[src/rtl/smb_pkg.sv]
package smb_pkg;
  // register offsets; the three payload bytes follow the control byte
  localparam int REG_CTRL = 0;
  localparam int REG_TGT  = 1;
  localparam int REG_CMD  = 2;
  localparam int REG_WDAT = 3;
  localparam int REG_RDAT = 4;
  localparam int REG_STAT = 5;
  localparam int REG_MASK = 6;

  localparam int NSTAT = 4;
  localparam logic [NSTAT-1:0] MASK_RST = 4'b0001;

  typedef enum logic [1:0] {SRC_ADDRW, SRC_ADDRR, SRC_CMD, SRC_WDAT} shSrc_t;

  typedef enum logic [2:0] {PH_IDLE, PH_START, PH_BYTE, PH_RSTART, PH_STOP} phase_t;

  typedef struct packed {
    logic   shLoad;
    shSrc_t shSrc;
    logic   shStep;
    logic   inBit;
    logic   rxCapture;
    logic   finWr;
    logic   finRd;
    logic   finNack;
  } smbStrb_t;
endpackage

[src/rtl/smb_ctrl.sv]
module smb_ctrl
  import smb_pkg::*;
#(
  parameter int QTR_CYC = 500
) (
  input  logic     clk,
  input  logic     rstN,
  input  logic     startWr,
  input  logic     startRd,
  input  logic     txBit,
  input  logic     sclIn,
  input  logic     sdaIn,
  output smbStrb_t strb,
  output logic     sclOe,
  output logic     sdaOe,
  output logic     busy,
  output logic     opRead
);
  localparam int CW = (QTR_CYC > 1) ? $clog2(QTR_CYC) : 1;
  localparam logic [CW-1:0] CNT_TOP = CW'(QTR_CYC - 1);

  phase_t phase;
  logic [1:0] q;
  logic [CW-1:0] cnt;
  logic [3:0] bitN;
  logic [1:0] byteIdx;
  logic nackQ, sampQ;
  logic sclRel, sdaRel, rxByte, hold, qEnd, phaseEnd;

  assign rxByte = opRead && (byteIdx == 2'd3);

  // line levels per phase and quarter (1 = released)
  always_comb begin
    sclRel = 1'b1;
    sdaRel = 1'b1;
    case (phase)
      PH_START:  begin sclRel = (q < 2'd2);              sdaRel = (q == 2'd0); end
      PH_RSTART: begin sclRel = (q == 2'd1 || q == 2'd2); sdaRel = (q < 2'd2); end
      PH_STOP:   begin sclRel = (q != 2'd0);             sdaRel = (q > 2'd1); end
      PH_BYTE: begin
        sclRel = (q == 2'd1 || q == 2'd2);
        sdaRel = (rxByte || bitN == 4'd8) ? 1'b1 : txBit;
      end
      default: ;
    endcase
  end

  assign sclOe    = !sclRel;
  assign sdaOe    = !sdaRel;
  assign busy     = (phase != PH_IDLE);
  assign hold     = sclRel && !sclIn;
  assign qEnd     = (cnt == CNT_TOP) && !hold;
  assign phaseEnd = qEnd && (q == 2'd3);

  always_comb begin
    strb = '0;
    strb.inBit = sampQ;
    if (phaseEnd) begin
      case (phase)
        PH_START:  begin strb.shLoad = 1'b1; strb.shSrc = SRC_ADDRW; end
        PH_RSTART: begin strb.shLoad = 1'b1; strb.shSrc = SRC_ADDRR; end
        PH_BYTE: begin
          if (bitN != 4'd8) strb.shStep = 1'b1;
          else if (rxByte) strb.rxCapture = 1'b1;
          else if (!sampQ) begin
            if (byteIdx == 2'd0) begin
              strb.shLoad = 1'b1; strb.shSrc = SRC_CMD;
            end else if (byteIdx == 2'd1 && !opRead) begin
              strb.shLoad = 1'b1; strb.shSrc = SRC_WDAT;
            end
          end
        end
        PH_STOP: begin
          strb.finWr   = !opRead;
          strb.finRd   = opRead;
          strb.finNack = nackQ;
        end
        default: ;
      endcase
    end
  end

  always_ff @(posedge clk or negedge rstN) begin
    if (!rstN) begin
      phase <= PH_IDLE; q <= '0; cnt <= '0; bitN <= '0; byteIdx <= '0;
      opRead <= 1'b0; nackQ <= 1'b0; sampQ <= 1'b0;
    end else if (phase == PH_IDLE) begin
      q <= '0;
      cnt <= '0;
      if (startWr || startRd) begin
        phase   <= PH_START;
        opRead  <= !startWr;
        nackQ   <= 1'b0;
        byteIdx <= '0;
        bitN    <= '0;
      end
    end else begin
      if (qEnd) cnt <= '0;
      else if (!hold) cnt <= cnt + 1'b1;
      if (qEnd) begin
        q <= q + 1'b1;
        if (q == 2'd1) sampQ <= sdaIn;
      end
      if (phaseEnd) begin
        case (phase)
          PH_START:  begin phase <= PH_BYTE; bitN <= '0; byteIdx <= 2'd0; end
          PH_RSTART: begin phase <= PH_BYTE; bitN <= '0; byteIdx <= 2'd2; end
          PH_BYTE: begin
            if (bitN != 4'd8) bitN <= bitN + 1'b1;
            else begin
              bitN <= '0;
              if (!rxByte && sampQ) begin
                nackQ <= 1'b1;
                phase <= PH_STOP;
              end else if (rxByte) phase <= PH_STOP;
              else if (byteIdx == 2'd0) byteIdx <= 2'd1;
              else if (byteIdx == 2'd1) begin
                if (opRead) phase <= PH_RSTART;
                else byteIdx <= 2'd2;
              end else begin
                if (opRead) byteIdx <= 2'd3;
                else phase <= PH_STOP;
              end
            end
          end
          default: phase <= PH_IDLE;
        endcase
      end
    end
  end
endmodule

[src/rtl/smb_datapath.sv]
module smb_datapath
  import smb_pkg::*;
#(
  parameter int AW   = 3,
  parameter int SYNC = 2
) (
  input  logic             clk,
  input  logic             rstN,
  input  logic             regWe,
  input  logic [AW-1:0]    regAddr,
  input  logic [7:0]       regWrData,
  output logic [7:0]       regRdData,
  input  logic             clientIrqIn,
  input  smbStrb_t         strb,
  output logic             txBit,
  output logic             startWr,
  output logic             startRd,
  output logic             irqOut,
  output logic [NSTAT-1:0] statusQ,
  output logic [NSTAT-1:0] maskQ,
  output logic [7:0]       rdDataQ
);
  logic [6:0] tgtQ;
  logic [7:0] cmdQ, wdatQ, shQ;
  logic [SYNC-1:0] syncQ;
  logic lastQ, clientRise;
  logic [NSTAT-1:0] setBits, clrBits;
  logic wrCtrl, wrStat;

  assign wrCtrl  = regWe && (regAddr == AW'(REG_CTRL));
  assign wrStat  = regWe && (regAddr == AW'(REG_STAT));
  assign startWr = wrCtrl && regWrData[0];
  assign startRd = wrCtrl && regWrData[1] && !regWrData[0];
  assign txBit   = shQ[7];

  assign clientRise = syncQ[SYNC-1] && !lastQ;
  assign setBits    = {strb.finNack, strb.finRd, strb.finWr, clientRise};
  assign clrBits    = wrStat ? regWrData[NSTAT-1:0] : '0;
  assign irqOut     = |(statusQ & ~maskQ);

  always_ff @(posedge clk or negedge rstN) begin
    if (!rstN) begin
      tgtQ <= '0; cmdQ <= '0; wdatQ <= '0; shQ <= '0; rdDataQ <= '0;
      statusQ <= '0; maskQ <= MASK_RST; syncQ <= '0; lastQ <= 1'b0;
    end else begin
      syncQ   <= {syncQ[SYNC-2:0], clientIrqIn};
      lastQ   <= syncQ[SYNC-1];
      statusQ <= (statusQ & ~clrBits) | setBits;
      if (regWe && regAddr == AW'(REG_TGT))  tgtQ  <= regWrData[6:0];
      if (regWe && regAddr == AW'(REG_CMD))  cmdQ  <= regWrData;
      if (regWe && regAddr == AW'(REG_WDAT)) wdatQ <= regWrData;
      if (regWe && regAddr == AW'(REG_MASK)) maskQ <= regWrData[NSTAT-1:0];
      if (strb.shLoad) begin
        case (strb.shSrc)
          SRC_ADDRW: shQ <= {tgtQ, 1'b0};
          SRC_ADDRR: shQ <= {tgtQ, 1'b1};
          SRC_CMD:   shQ <= cmdQ;
          default:   shQ <= wdatQ;
        endcase
      end else if (strb.shStep) shQ <= {shQ[6:0], strb.inBit};
      if (strb.rxCapture) rdDataQ <= shQ;
    end
  end

  always_comb begin
    regRdData = '0;
    case (regAddr)
      AW'(REG_TGT):  regRdData = {1'b0, tgtQ};
      AW'(REG_CMD):  regRdData = cmdQ;
      AW'(REG_WDAT): regRdData = wdatQ;
      AW'(REG_RDAT): regRdData = rdDataQ;
      AW'(REG_STAT): regRdData = {{(8-NSTAT){1'b0}}, statusQ};
      AW'(REG_MASK): regRdData = {{(8-NSTAT){1'b0}}, maskQ};
      default:       regRdData = '0;
    endcase
  end
endmodule

[src/rtl/smb_byte_master.sv]
module smb_byte_master
  import smb_pkg::*;
#(
  parameter int AW     = 3,
  parameter int CLK_HZ = 200_000_000,
  parameter int SCL_HZ = 100_000
) (
  input  logic          clk,
  input  logic          rstN,
  input  logic          regWe,
  input  logic [AW-1:0] regAddr,
  input  logic [7:0]    regWrData,
  output logic [7:0]    regRdData,
  input  logic          clientIrqIn,
  output logic          irqOut,
  input  logic          sclIn,
  output logic          sclOe,
  input  logic          sdaIn,
  output logic          sdaOe
);
  localparam int QTR_CYC = CLK_HZ / (4 * SCL_HZ);

  smbStrb_t strb;
  logic txBit, startWr, startRd, busy, opRead;
  logic [NSTAT-1:0] statusQ, maskQ;
  logic [7:0] rdDataQ;

  smb_ctrl #(.QTR_CYC(QTR_CYC)) u_ctrl (
    .clk(clk), .rstN(rstN), .startWr(startWr), .startRd(startRd),
    .txBit(txBit), .sclIn(sclIn), .sdaIn(sdaIn), .strb(strb),
    .sclOe(sclOe), .sdaOe(sdaOe), .busy(busy), .opRead(opRead)
  );

  smb_datapath #(.AW(AW)) u_dp (
    .clk(clk), .rstN(rstN), .regWe(regWe), .regAddr(regAddr),
    .regWrData(regWrData), .regRdData(regRdData), .clientIrqIn(clientIrqIn),
    .strb(strb), .txBit(txBit), .startWr(startWr), .startRd(startRd),
    .irqOut(irqOut), .statusQ(statusQ), .maskQ(maskQ), .rdDataQ(rdDataQ)
  );
endmodule

[config.mk]
export PLATFORM = sky130hd
export DESIGN_NAME = smb_byte_master
export DESIGN_NICKNAME = d
export VERILOG_FILES = /design/src/rtl/smb_pkg.sv /design/src/rtl/smb_ctrl.sv /design/src/rtl/smb_datapath.sv /design/src/rtl/smb_byte_master.sv
export SDC_FILE = /design/constraint.sdc
export NUM_CORES = 1
export LEC_CHECK = 0
export ABC_CLOCK_PERIOD_IN_PS = 4130
export CORE_ASPECT_RATIO = 0.7
export CORE_MARGIN = 3
export CORE_UTILIZATION = 40
export DETAILED_ROUTE_END_ITERATION = 8
export DONT_BUFFER_PORTS = 1
export PLACE_DENSITY_LB_ADDON = 0.12
export SYNTH_ARGS = -nofsm -noshare
export SYNTH_HDL_FRONTEND = slang
export SYNTH_HIERARCHICAL = 1
export SYNTH_SLANG_ARGS = --single-unit
[constraint.sdc]
create_clock -name clk -period 4.13 [get_ports clk]
set_clock_uncertainty 0.1 [all_clocks]
set_input_delay 0.826 -clock clk [delete_from_list [all_inputs] [get_ports clk]]
set_output_delay 0.826 -clock clk [all_outputs]
set_load 0.02 [all_outputs]
==> out/summary.txt, run 1 <==
GR peak layer - met1
post-placement cell count - 498
syn nets - 412
Tmin final - 3.34 ns
ys async rst share - 100%
Slew @ Worst Pin - 1.07 ns
Ant. Diodes - 0
ys flop type - dfrtp_1
register area share after synthesis - 44.4%
CTS tree - done
Final Util - 45.0%
Std-Cell Core Area - 9870 um^2
Yosys reg bits - 73
cells on worst reg2reg path - 7
largest net degree at the start of global routing - 74
Final Hold Fails - 0
antenna violations before repair - 0
max frequency - 299 MHz
Leak - 0.00190 uW
layout cells sized above 1 - 20.2%
WHS - 0.0911 ns
CP arrival - 3.49 ns
EDFF count, synth - 0
Yosys cell types - 66
DR DRC count - 0
fin cells - 514
met2 GRT Util - 21.5%
I/O Buffers - 0
Placer Congestion - 0.885
DRT iter0 DRCs - 353
Vias - 2961
Startpoint Class - register
CP max FO - 16
Power Density - 415 nW/um^2
CTS HTree Levels - 3
Sum Neg Setup Slack - 0 ns
clock slew at reported path FFs - 0.05 ns
vias in the first global route - 2767
cts repair resizes - 0
min-delay worst type - in2async
Slew HR - 28.9%
clock tree buffer depth - 2
outcome - finished clean
kind of critical path - reg2reg
Synth Cell Area - 4120 um^2
final global-route overflow total - 0
met3 GRT Util - 5.85%
total clock buffers created by CTS - 9
GR Util met1 - 28.1%
DRT Pass-1 Iters - 4
most frequent cells in the layout - 72 x dfrtp_1, 33 x mux2_2, 27 x a21oi_1, 25 x nor2_1, 23 x o21ai_0
Area growth, synth to finish - 7.71%
Max Cap Violations - 0
Clk Latency, worst-skew pair - 0.33 ns
average vias per placed instance - 5.76
# setup viols final - 0
full die area - 11600 um^2
wire per inst - 18.9 um
Final period util - 81.0%
first-pass GRT wire length - 15700 um
Clock Sinks - 73
Total GRT Usage - 17.6%
Post-DP HPWL - 6890 um
Die H - 90.9 um
# IOs - 28
Avg Cell Area, Syn - 10.6 um^2
starting density of the core - 41.7%
Max Slew Vio Count - 0
Worst Setup End Kind - register
post-route setup slack - 0.787 ns
pre-CTS WS - 0.876 ns
final wirelength - 9720 um
postcts setup bufs - 0
Root Driver - clkbuf_16
commonest non-fill, non-tap cell in the layout - dfrtp_1
Die Width - 127 um
unrepaired setup endpoints after global routing - false
CP Data Required Time - 4.28 ns
Synth Instances - 389
fin nets - 404
CTS Hold Bufs - 0
Detail Route Antenna Nets - 0
VDD IR max - 0.000209 V
num rows - 30
synth warn - 6
==> final cells by class <==
cell class | count | area, um^2
fill | 931 | 5430
multi-input combinational | 278 | 2110
sequential | 73 | 1830
clock buffer | 13 | 240
tap | 128 | 160
inverter | 15 | 56.3
timing repair buffer | 4 | 30.0
clock inverter | 3 | 17.5
==> cell families after synthesis <==
family                   after synthesis  synth area share [%]
flip-flops                            73                  44.4
AND/OR/NAND/NOR                      106                  15.5
AO/OA/AOI/OAI                         99                  15.7
buffers and inverters                 38                  4.52
multiplexers                          62                  17.0
adder cells (fa/ha/maj)                6                  1.82
XOR/XNOR                               5                  1.06
==> Yosys cell counts (3+ instances only) <==
cell type | number | area share (%)
a21o_1 | 7 | 1.3
a221oi_1 | 3 | 0.64
inv_1 | 15 | 1.4
and3b_1 | 3 | 0.64
and2_4 | 3 | 0.64
buf_4 | 3 | 0.55
o21ai_0 | 23 | 2.8
mux2_4 | 8 | 2.9
buf_2 | 8 | 0.97
nand2b_1 | 4 | 0.61
nor3_1 | 3 | 0.36
dfrtp_1 | 72 | 44
or2_2 | 3 | 0.46
a22oi_1 | 6 | 1.1
buf_6 | 3 | 0.82
nand3_1 | 9 | 1.1
nor2b_1 | 4 | 0.61
o22ai_1 | 3 | 0.46
a2bb2oi_1 | 3 | 0.64
ha_1 | 6 | 1.8
xor2_1 | 3 | 0.64
a21oi_1 | 27 | 3.3
mux2i_1 | 21 | 5.1
nand4_1 | 3 | 0.46
clkbuf_1 | 9 | 0.82
o21bai_1 | 7 | 1.3
or4_1 | 3 | 0.55
mux2_2 | 33 | 9.0
nor2_1 | 25 | 2.3
nand2_1 | 21 | 1.9
==> per-stage QoR <==
stage | area (um^2) | power (uW)
2_1_floorplan | 4120 | 1100
3_3_place_gp | 4180 | 1160
3_5_place_dp | 4180 | 1160
4_1_cts | 4440 | 1860
5_1_grt | 4440 | 1930
6_report | 4440 | 1840
==> registers in the layout (all words and copies together), names as in the netlist <==
| register | flops |
|---|---|
| u_ctrl/nackQ | 1 |
| u_dp/wdatQ | 8 |
| u_ctrl/byteIdx | 2 |
| u_ctrl/bitN | 4 |
| u_ctrl/opRead | 1 |
| u_dp/tgtQ | 7 |
| u_dp/maskQ | 4 |
| u_dp/rdDataQ | 8 |
| u_ctrl/q | 2 |
| u_dp/lastQ | 1 |
| u_dp/statusQ | 4 |
| u_dp/cmdQ | 8 |
| u_dp/syncQ | 2 |
| u_ctrl/sampQ | 1 |
| u_dp/shQ | 8 |
| u_ctrl/cnt | 9 |
| u_ctrl/phase | 3 |
==> per-layer routing <==
| metal | up-vias | wire length, um | part of all wire (%) |
|---|---|---|---|
| met5 | - | 0 | 0 |
| met4 | 0 | 134 | 1.4 |
| met3 | 12 | 699 | 7.2 |
| met2 | 78 | 3730 | 38 |
| met1 | 1468 | 5160 | 53 |
| li1 | 1403 | - | - |
==> where the power goes <==
group | leakage [uW] | switching (uW) | internal [uW]
Sequential | 0.000912 | 100 | 812
Clock | 0.000124 | 283 | 405
Combinational | 0.000867 | 110 | 131
Total | 0.00190 | 493 | 1350
==> final timing paths <==
path	startpoint	end	slack, ns
max	u_ctrl/phase[0]	u_dp/shQ[5]	0.79
min	rstN	u_ctrl/bitN[3]	0.09
max reg2reg	u_ctrl/phase[0]	u_dp/shQ[5]	0.79
min reg2reg	u_dp/syncQ[0]	u_dp/syncQ[1]	0.25
max in group asynchronous	rstN	u_dp/maskQ[0]	3.63
min in group clk	u_dp/syncQ[0]	u_dp/syncQ[1]	0.25
==> critical path, cell delays in order, from the launching register on <==
cell	delay (ns)
dfrtp_1	0.61
nor4bb_1	0.51
or4b_4	0.31
nand3_1	0.31
a21oi_1	0.93
o21ai_0	0.20
a21oi_1	0.16
o21bai_1	0.13
Note: power is estimated with default switching activity, not from simulation.
==> run 2, diff against run 1 <==
--- a/config.mk
+++ b/config.mk
@@ -5,7 +5,7 @@
 export SDC_FILE = /design/constraint.sdc
 export NUM_CORES = 1
 export LEC_CHECK = 0
-export ABC_CLOCK_PERIOD_IN_PS = 4130
+export ABC_CLOCK_PERIOD_IN_PS = 3200
 export CORE_ASPECT_RATIO = 0.7
 export CORE_MARGIN = 3
 export CORE_UTILIZATION = 40
==> constraint.sdc (replaced) <==
create_clock -name clk -period 3.2 [get_ports clk]
set_clock_uncertainty 0.1 [all_clocks]
set_input_delay 0.64 -clock clk [delete_from_list [all_inputs] [get_ports clk]]
set_output_delay 0.64 -clock clk [all_outputs]
set_load 0.02 [all_outputs]
==> out/summary.txt, run 2 (synthesized netlist as in run 1, its figures left out) <==
Placer Congestion - 0.881 (-0.36%)
unrepaired setup endpoints after global routing - false
fin nets - 410 (+1.5%)
postcts setup bufs - 0 (unchanged)
total clock buffers created by CTS - 9 (unchanged)
largest net degree at the start of global routing - 73 (-1.4%)
most frequent cells in the layout - 72 x dfrtp_1, 33 x mux2_2, 26 x a21oi_1, 25 x nor2_1, 23 x o21ai_0
kind of critical path - reg2reg
Vias - 3004 (+1.5%)
Startpoint Class - register
VDD IR max - 0.000364 V (+74%)
Total GRT Usage - 18.1% (+0.50 points)
final global-route overflow total - 0 (unchanged)
Root Driver - clkbuf_16
min-delay worst type - in2async
Slew @ Worst Pin - 0.636 ns (-0.430 ns)
num rows - 30 (unchanged)
Top reg by flops - u_ctrl/cnt
CTS HTree Levels - 3 (unchanged)
Fill cells - 911 (-2.1%)
full die area - 11600 um^2 (unchanged)
Post-DP HPWL - 6960 um (+1.1%)
clock slew at reported path FFs - 0.06 ns (about the same)
Die H - 90.9 um (unchanged)
DRT iter0 DRCs - 284 (-20%)
Leak - 0.00196 uW (+2.8%)
Std-Cell Core Area - 9870 um^2 (unchanged)
layout cells sized above 1 - 22.7% (+2.5 points)
Clock Sinks - 73 (unchanged)
CP max FO - 13 (-3)
# IOs - 28 (unchanged)
I/O Buffers - 0 (unchanged)
Max Slew Vio Count - 0 (unchanged)
Sum Neg Setup Slack - 0 ns (unchanged)
commonest non-fill, non-tap cell in the layout - dfrtp_1
design area - 4550 um^2 (+2.4%)
average vias per placed instance - 5.78 (+0.28%)
Max Cap Violations - 0 (unchanged)
max frequency - 342 MHz (+14%)
Slew HR - 57.5% (+29 points)
DRT Pass-1 Iters - 5 (+1)
DR DRC count - 0 (unchanged)
Detail Route Antenna Nets - 0 (unchanged)
Placed Area - 4220 um^2 (+0.90%)
max reg flops - 9 (unchanged)
Die Width - 127 um (unchanged)
CTS tree - done
wire per inst - 19.3 um (+1.8%)
Ant. Diodes - 0 (unchanged)
CP arrival - 3.01 ns (-0.48 ns)
clock tree buffer depth - 2 (unchanged)
Clk Latency, worst-skew pair - 0.33 ns (about the same)
Tmin final - 2.92 ns (-0.422 ns)
outcome - finished clean
RR Startpoint - u_ctrl/q[1]
flop2flop setup slack - 0.28 ns (-0.51 ns)
Final period util - 91.3% (+10 points)
antenna violations before repair - 0 (unchanged)
starting density of the core - 41.7% (unchanged)
Final Hold Fails - 0 (unchanged)
pre-CTS WS - 0.256 ns (-0.620 ns)
final wirelength - 10000 um (+3.0%)
Worst Setup End Kind - register
Area growth, synth to finish - 10.3%
Power Density - 551 nW/um^2 (+33%)
post-route setup slack - 0.278 ns (-0.508 ns)
r2r endpoint - u_dp/shQ[2]
# setup viols final - 0 (unchanged)
cells on worst reg2reg path - 11 (+4)
CP Data Required Time - 3.29 ns (-0.99 ns)
first-pass GRT wire length - 16300 um (+3.9%)
vias in the first global route - 2853 (+3.1%)
-- run 2: cell type report --
cell class                 instances  area [um^2]  share of cell area [%]
clock buffer                       9          225                    4.95
inverter                          15         56.3                    1.24
timing repair buffer              10         95.1                    2.09
tap                              128          160                    3.52
sequential                        73         1830                    40.2
clock inverter                     7         71.3                    1.57
multi-input combinational        278         2110                    46.4
-- run 2: worst max path at each step --
| stage | slack (ns) | to | startpoint |
|---|---|---|---|
| 4_1_cts | 0.24 | u_dp/shQ[6] | u_ctrl/q[1] |
| 2_1_floorplan | 0.78 | u_dp/shQ[0] | u_ctrl/q[0] |
| 5_1_grt | 0.12 | u_dp/shQ[6] | u_ctrl/q[1] |
| 3_5_place_dp | 0.26 | u_dp/shQ[6] | u_ctrl/q[1] |
| 3_3_place_gp | 0.41 | u_dp/shQ[2] | u_ctrl/q[1] |
| 6_report | 0.28 | u_dp/shQ[2] | u_ctrl/q[1] |
-- run 2: power by group --
part	total (uW)	switching, uW	internal, uW	leakage (uW)
combinational	334	160	174	0.000905
sequential	1180	131	1050	0.000912
clock	992	391	601	0.000137
total	2500	682	1820	0.00196
-- run 2: per-layer routing --
layer / GRT usage [%] / part of all wire [%] / vias to the layer above
li1: - / - / 1417
met1: 29.6 / 55 / 1508
met2: 22.3 / 39 / 67
met3: 5.50 / 5.2 / 12
met4: 4.55 / 1.0 / 0
met5: 0 / 0 / -
-- run 2: through the flow --
step | std cells | power [uW] | hold slack (ns) | utilization [%]
6_report | 520 | 2500 | 0.0530 | 46.1
5_1_grt | 520 | 2630 | 0.0324 | 46.1
4_1_cts | 520 | 2530 | 0.0360 | 46.0
3_5_place_dp | 503 | 1500 | 0.242 | 42.7
3_3_place_gp | 503 | 1500 | 0.232 | 42.7
2_1_floorplan | 389 | 1420 | 0.231 | -
-- run 2: worst max-delay path: stages, from the launching register on --
cell and delay (ns):
dfrtp_1 0.38, inv_1 0.11, ha_1 0.31, nor3b_1 0.06, or4b_4 0.63, nand3_1 0.17
buf_4 0.18, nor2_1 0.06, buf_4 0.19, mux2i_1 0.31, a21oi_1 0.12, o21bai_1 0.16
-- run 2: repair_timing --
item	in CTS	in global routing
setup endpoints to repair	0	7
hold buffers	1	0
resized for setup	0	1
hold endpoints to repair	72	0
==> run 3, diff against run 2 <==
--- a/config.mk
+++ b/config.mk
@@ -5,12 +5,13 @@
 export SDC_FILE = /design/constraint.sdc
 export NUM_CORES = 1
 export LEC_CHECK = 0
-export ABC_CLOCK_PERIOD_IN_PS = 3200
+export ABC_CLOCK_PERIOD_IN_PS = 2900
 export CORE_ASPECT_RATIO = 0.7
 export CORE_MARGIN = 3
-export CORE_UTILIZATION = 40
+export CORE_UTILIZATION = 50
 export DETAILED_ROUTE_END_ITERATION = 8
 export DONT_BUFFER_PORTS = 1
+export HOLD_SLACK_MARGIN = 0.02
 export PLACE_DENSITY_LB_ADDON = 0.12
 export SYNTH_ARGS = -nofsm -noshare
 export SYNTH_HDL_FRONTEND = slang
==> constraint.sdc (replaced) <==
create_clock -name clk -period 2.9 [get_ports clk]
set_clock_uncertainty 0.1 [all_clocks]
set_input_delay 0.58 -clock clk [delete_from_list [all_inputs] [get_ports clk]]
set_output_delay 0.58 -clock clk [all_outputs]
set_load 0.02 [all_outputs]
==> out/summary.txt, run 3 (synthesized netlist as in run 1, its figures left out) <==
vias in the first global route - 2794 (-2.1%)
Root Driver - clkbuf_16
I/O Buffers - 0 (unchanged)
total clock buffers created by CTS - 9 (unchanged)
crit-path max cell delay - 0.45 ns (-0.18 ns)
WL met1 - 5040 um (-8.1%)
post-placement cell count - 479 (-4.8%)
CP endpoint - sdaOe
Leak - 0.00198 uW (+1.4%)
Area growth, synth to finish - 10.5%
Vias - 3042 (+1.3%)
CTS tree - done
first-pass GRT wire length - 15600 um (-4.8%)
Power Density - 618 nW/um^2 (+12%)
max frequency - 358 MHz
combinational share of power - 13.0% (-0.3 points)
CP Data Required Time - 2.22 ns (-1.07 ns)
r2r endpoint - u_dp/shQ[6]
final wirelength - 9590 um (-4.2%)
commonest non-fill, non-tap cell in the layout - dfrtp_1
WL met2 - 3810 um (-2.2%)
Total GRT Usage - 21.9% (+3.8 points)
layout cells sized above 1 - 23.7% (+0.96 points)
Top reg by flops - u_ctrl/cnt
Critical Path Start - u_ctrl/bitN[0]
Placer Congestion - 0.910 (+3.2%)
most frequent cells in the layout - 72 x dfrtp_1, 33 x mux2_2, 26 x a21oi_1, 24 x nor2_1, 23 x o21ai_0
Post-DP HPWL - 6690 um (-4.0%)
VDD IR max - 0.000387 V (+6.4%)
fin nets - 413 (+0.73%)
max reg flops - 9 (unchanged)
Ant. Diodes - 0 (unchanged)
Tot Pwr - 2810 uW (+12%)
Flop pwr share - 46.4% (-0.7 points)
antenna violations before repair - 0 (unchanged)
DR DRC count - 0 (unchanged)
Max Slew Vio Count - 0 (unchanged)
switching fraction of total power - 25.6% (-1.6 points)
top layer reached by signal wires - met4
clock slew at reported path FFs - 0.05 ns (about the same)
full die area - 9390 um^2 (-19%)
flop2flop setup slack - 0.20 ns (-0.08 ns)
postcts setup bufs - 0 (unchanged)
min-delay worst type - in2async
# setup viols final - 0 (unchanged)
CTS HTree Levels - 3 (unchanged)
Std-Cell Core Area - 7940 um^2 (-20%)
Slew @ Worst Pin - 0.586 ns (-0.0497 ns)
final global-route overflow total - 0 (unchanged)
Clk pwr share - 40.6% (+1.0 points)
wire per inst - 19.4 um (+0.89%)
CP max FO - 5 (-8)
RR Startpoint - u_ctrl/q[1]
pre-CTS WS - -0.0159 ns (-0.272 ns)
kind of critical path - reg2out
Sum Neg Setup Slack - 0 ns (unchanged)
largest net degree at the start of global routing - 74 (+1.4%)
Die H - 82.0 um (-9.9%)
starting density of the core - 51.9% (+10 points)
Die Width - 115 um (-10%)
crit path max-delay cell type - or3b_2
Int Pwr - 2090 uW (+15%)
cells on worst reg2reg path - 11 (unchanged)
Clk Latency, worst-skew pair - 0.33 ns (about the same)
average vias per placed instance - 6.16 (+6.6%)
CP arrival - 2.11 ns (-0.90 ns)
Slew HR - 60.9% (+3.4 points)
Detail Route Antenna Nets - 0 (unchanged)
fin cells - 494 (-5.0%)
WHS - 0.00898 ns (-0.0440 ns)
clock tree buffer depth - 2 (unchanged)
post-route setup slack - 0.110 ns (-0.168 ns)
Startpoint Class - register
DRT iter0 DRCs - 252 (-11%)
Fill cells - 670 (-26%)
# IOs - 28 (unchanged)
Final Hold Fails - 0 (unchanged)
Clock Sinks - 73 (unchanged)
net switching power - 721 uW (+5.8%)
Tmin final - 2.79 ns
DRT Pass-1 Iters - 5 (unchanged)
num rows - 27 (-10%)
outcome - finished clean
Worst Setup End Kind - output pin
Max Cap Violations - 0 (unchanged)
CP Cell Sequence - inv_1, ha_1, and3b_1, or3b_2, a21oi_1
unrepaired setup endpoints after global routing - false
Final period util - 96.2%
DR WL met3 - 651 um (+24%)
[run 3: changes by cell type in the layout (fill, tap and decap cells not counted), sizes merged]
cell	change
buf	+3
clkinvlp	-3
bufinv	+1
clkbuf	+1
clkinv	-1
[run 3: layout make-up]
type                            count  area (um^2)  share of cell area, %
Multi-Input combinational cell    278         2130                   46.7
Sequential cell                    73         1830                   40.1
Clock buffer                       10          229                   5.03
Tap cell                          101          126                   2.78
Timing Repair Buffer               13          118                   2.58
Clock inverter                      4         70.1                   1.54
Inverter                           15         56.3                   1.24
[run 3: metrics by stage]
stage	area [um^2]	util [%]
after floorplan	4120	-
after global placement	4210	53.0
after detailed placement	4210	53.0
after CTS	4540	57.2
after global routing	4550	57.4
final	4550	57.4
[run 3: worst min-delay path by stage]
stage,from,endpoint,slack [ns]
after floorplan,rstN,u_ctrl/bitN[0],0.18
after global placement,rstN,u_ctrl/phase[0],0.19
after detailed placement,rstN,u_ctrl/byteIdx[1],0.19
after CTS,rstN,u_ctrl/cnt[4],0.05
after global routing,rstN,u_ctrl/bitN[1],0.05
final,rstN,u_ctrl/bitN[2],0.009
[run 3: per-layer routing]
metal / global-route usage (%) / up-vias
met5: 0 / -
met4: 5.34 / 0
met3: 7.44 / 7
met2: 27.8 / 94
met1: 34.9 / 1516
li1: - / 1425
[run 3: power by group through the flow]
stage | logic (uW) | clock network (uW) | registers, uW
after floorplan | 305 | 0 | 1270
after global placement | 334 | 0 | 1310
after detailed placement | 339 | 0 | 1310
after CTS | 367 | 1170 | 1300
after global routing | 405 | 1220 | 1320
final | 366 | 1140 | 1300
[run 3: critical path, delay by kind of cell, from the launching register on]
kind                     cells  cell delay, ns
buffers and inverters        1            0.08
adder cells (fa/ha/maj)      1            0.22
flip-flops                   1            0.35
AND/OR/NAND/NOR              2            0.69
AO/OA/AOI/OAI                1            0.45
[run 3: repair_timing]
item,in CTS,in global routing
hold buffers,1,0
resized for setup,1,4
endpoints found under the setup margin,2,10
endpoints found under the hold margin,73,0
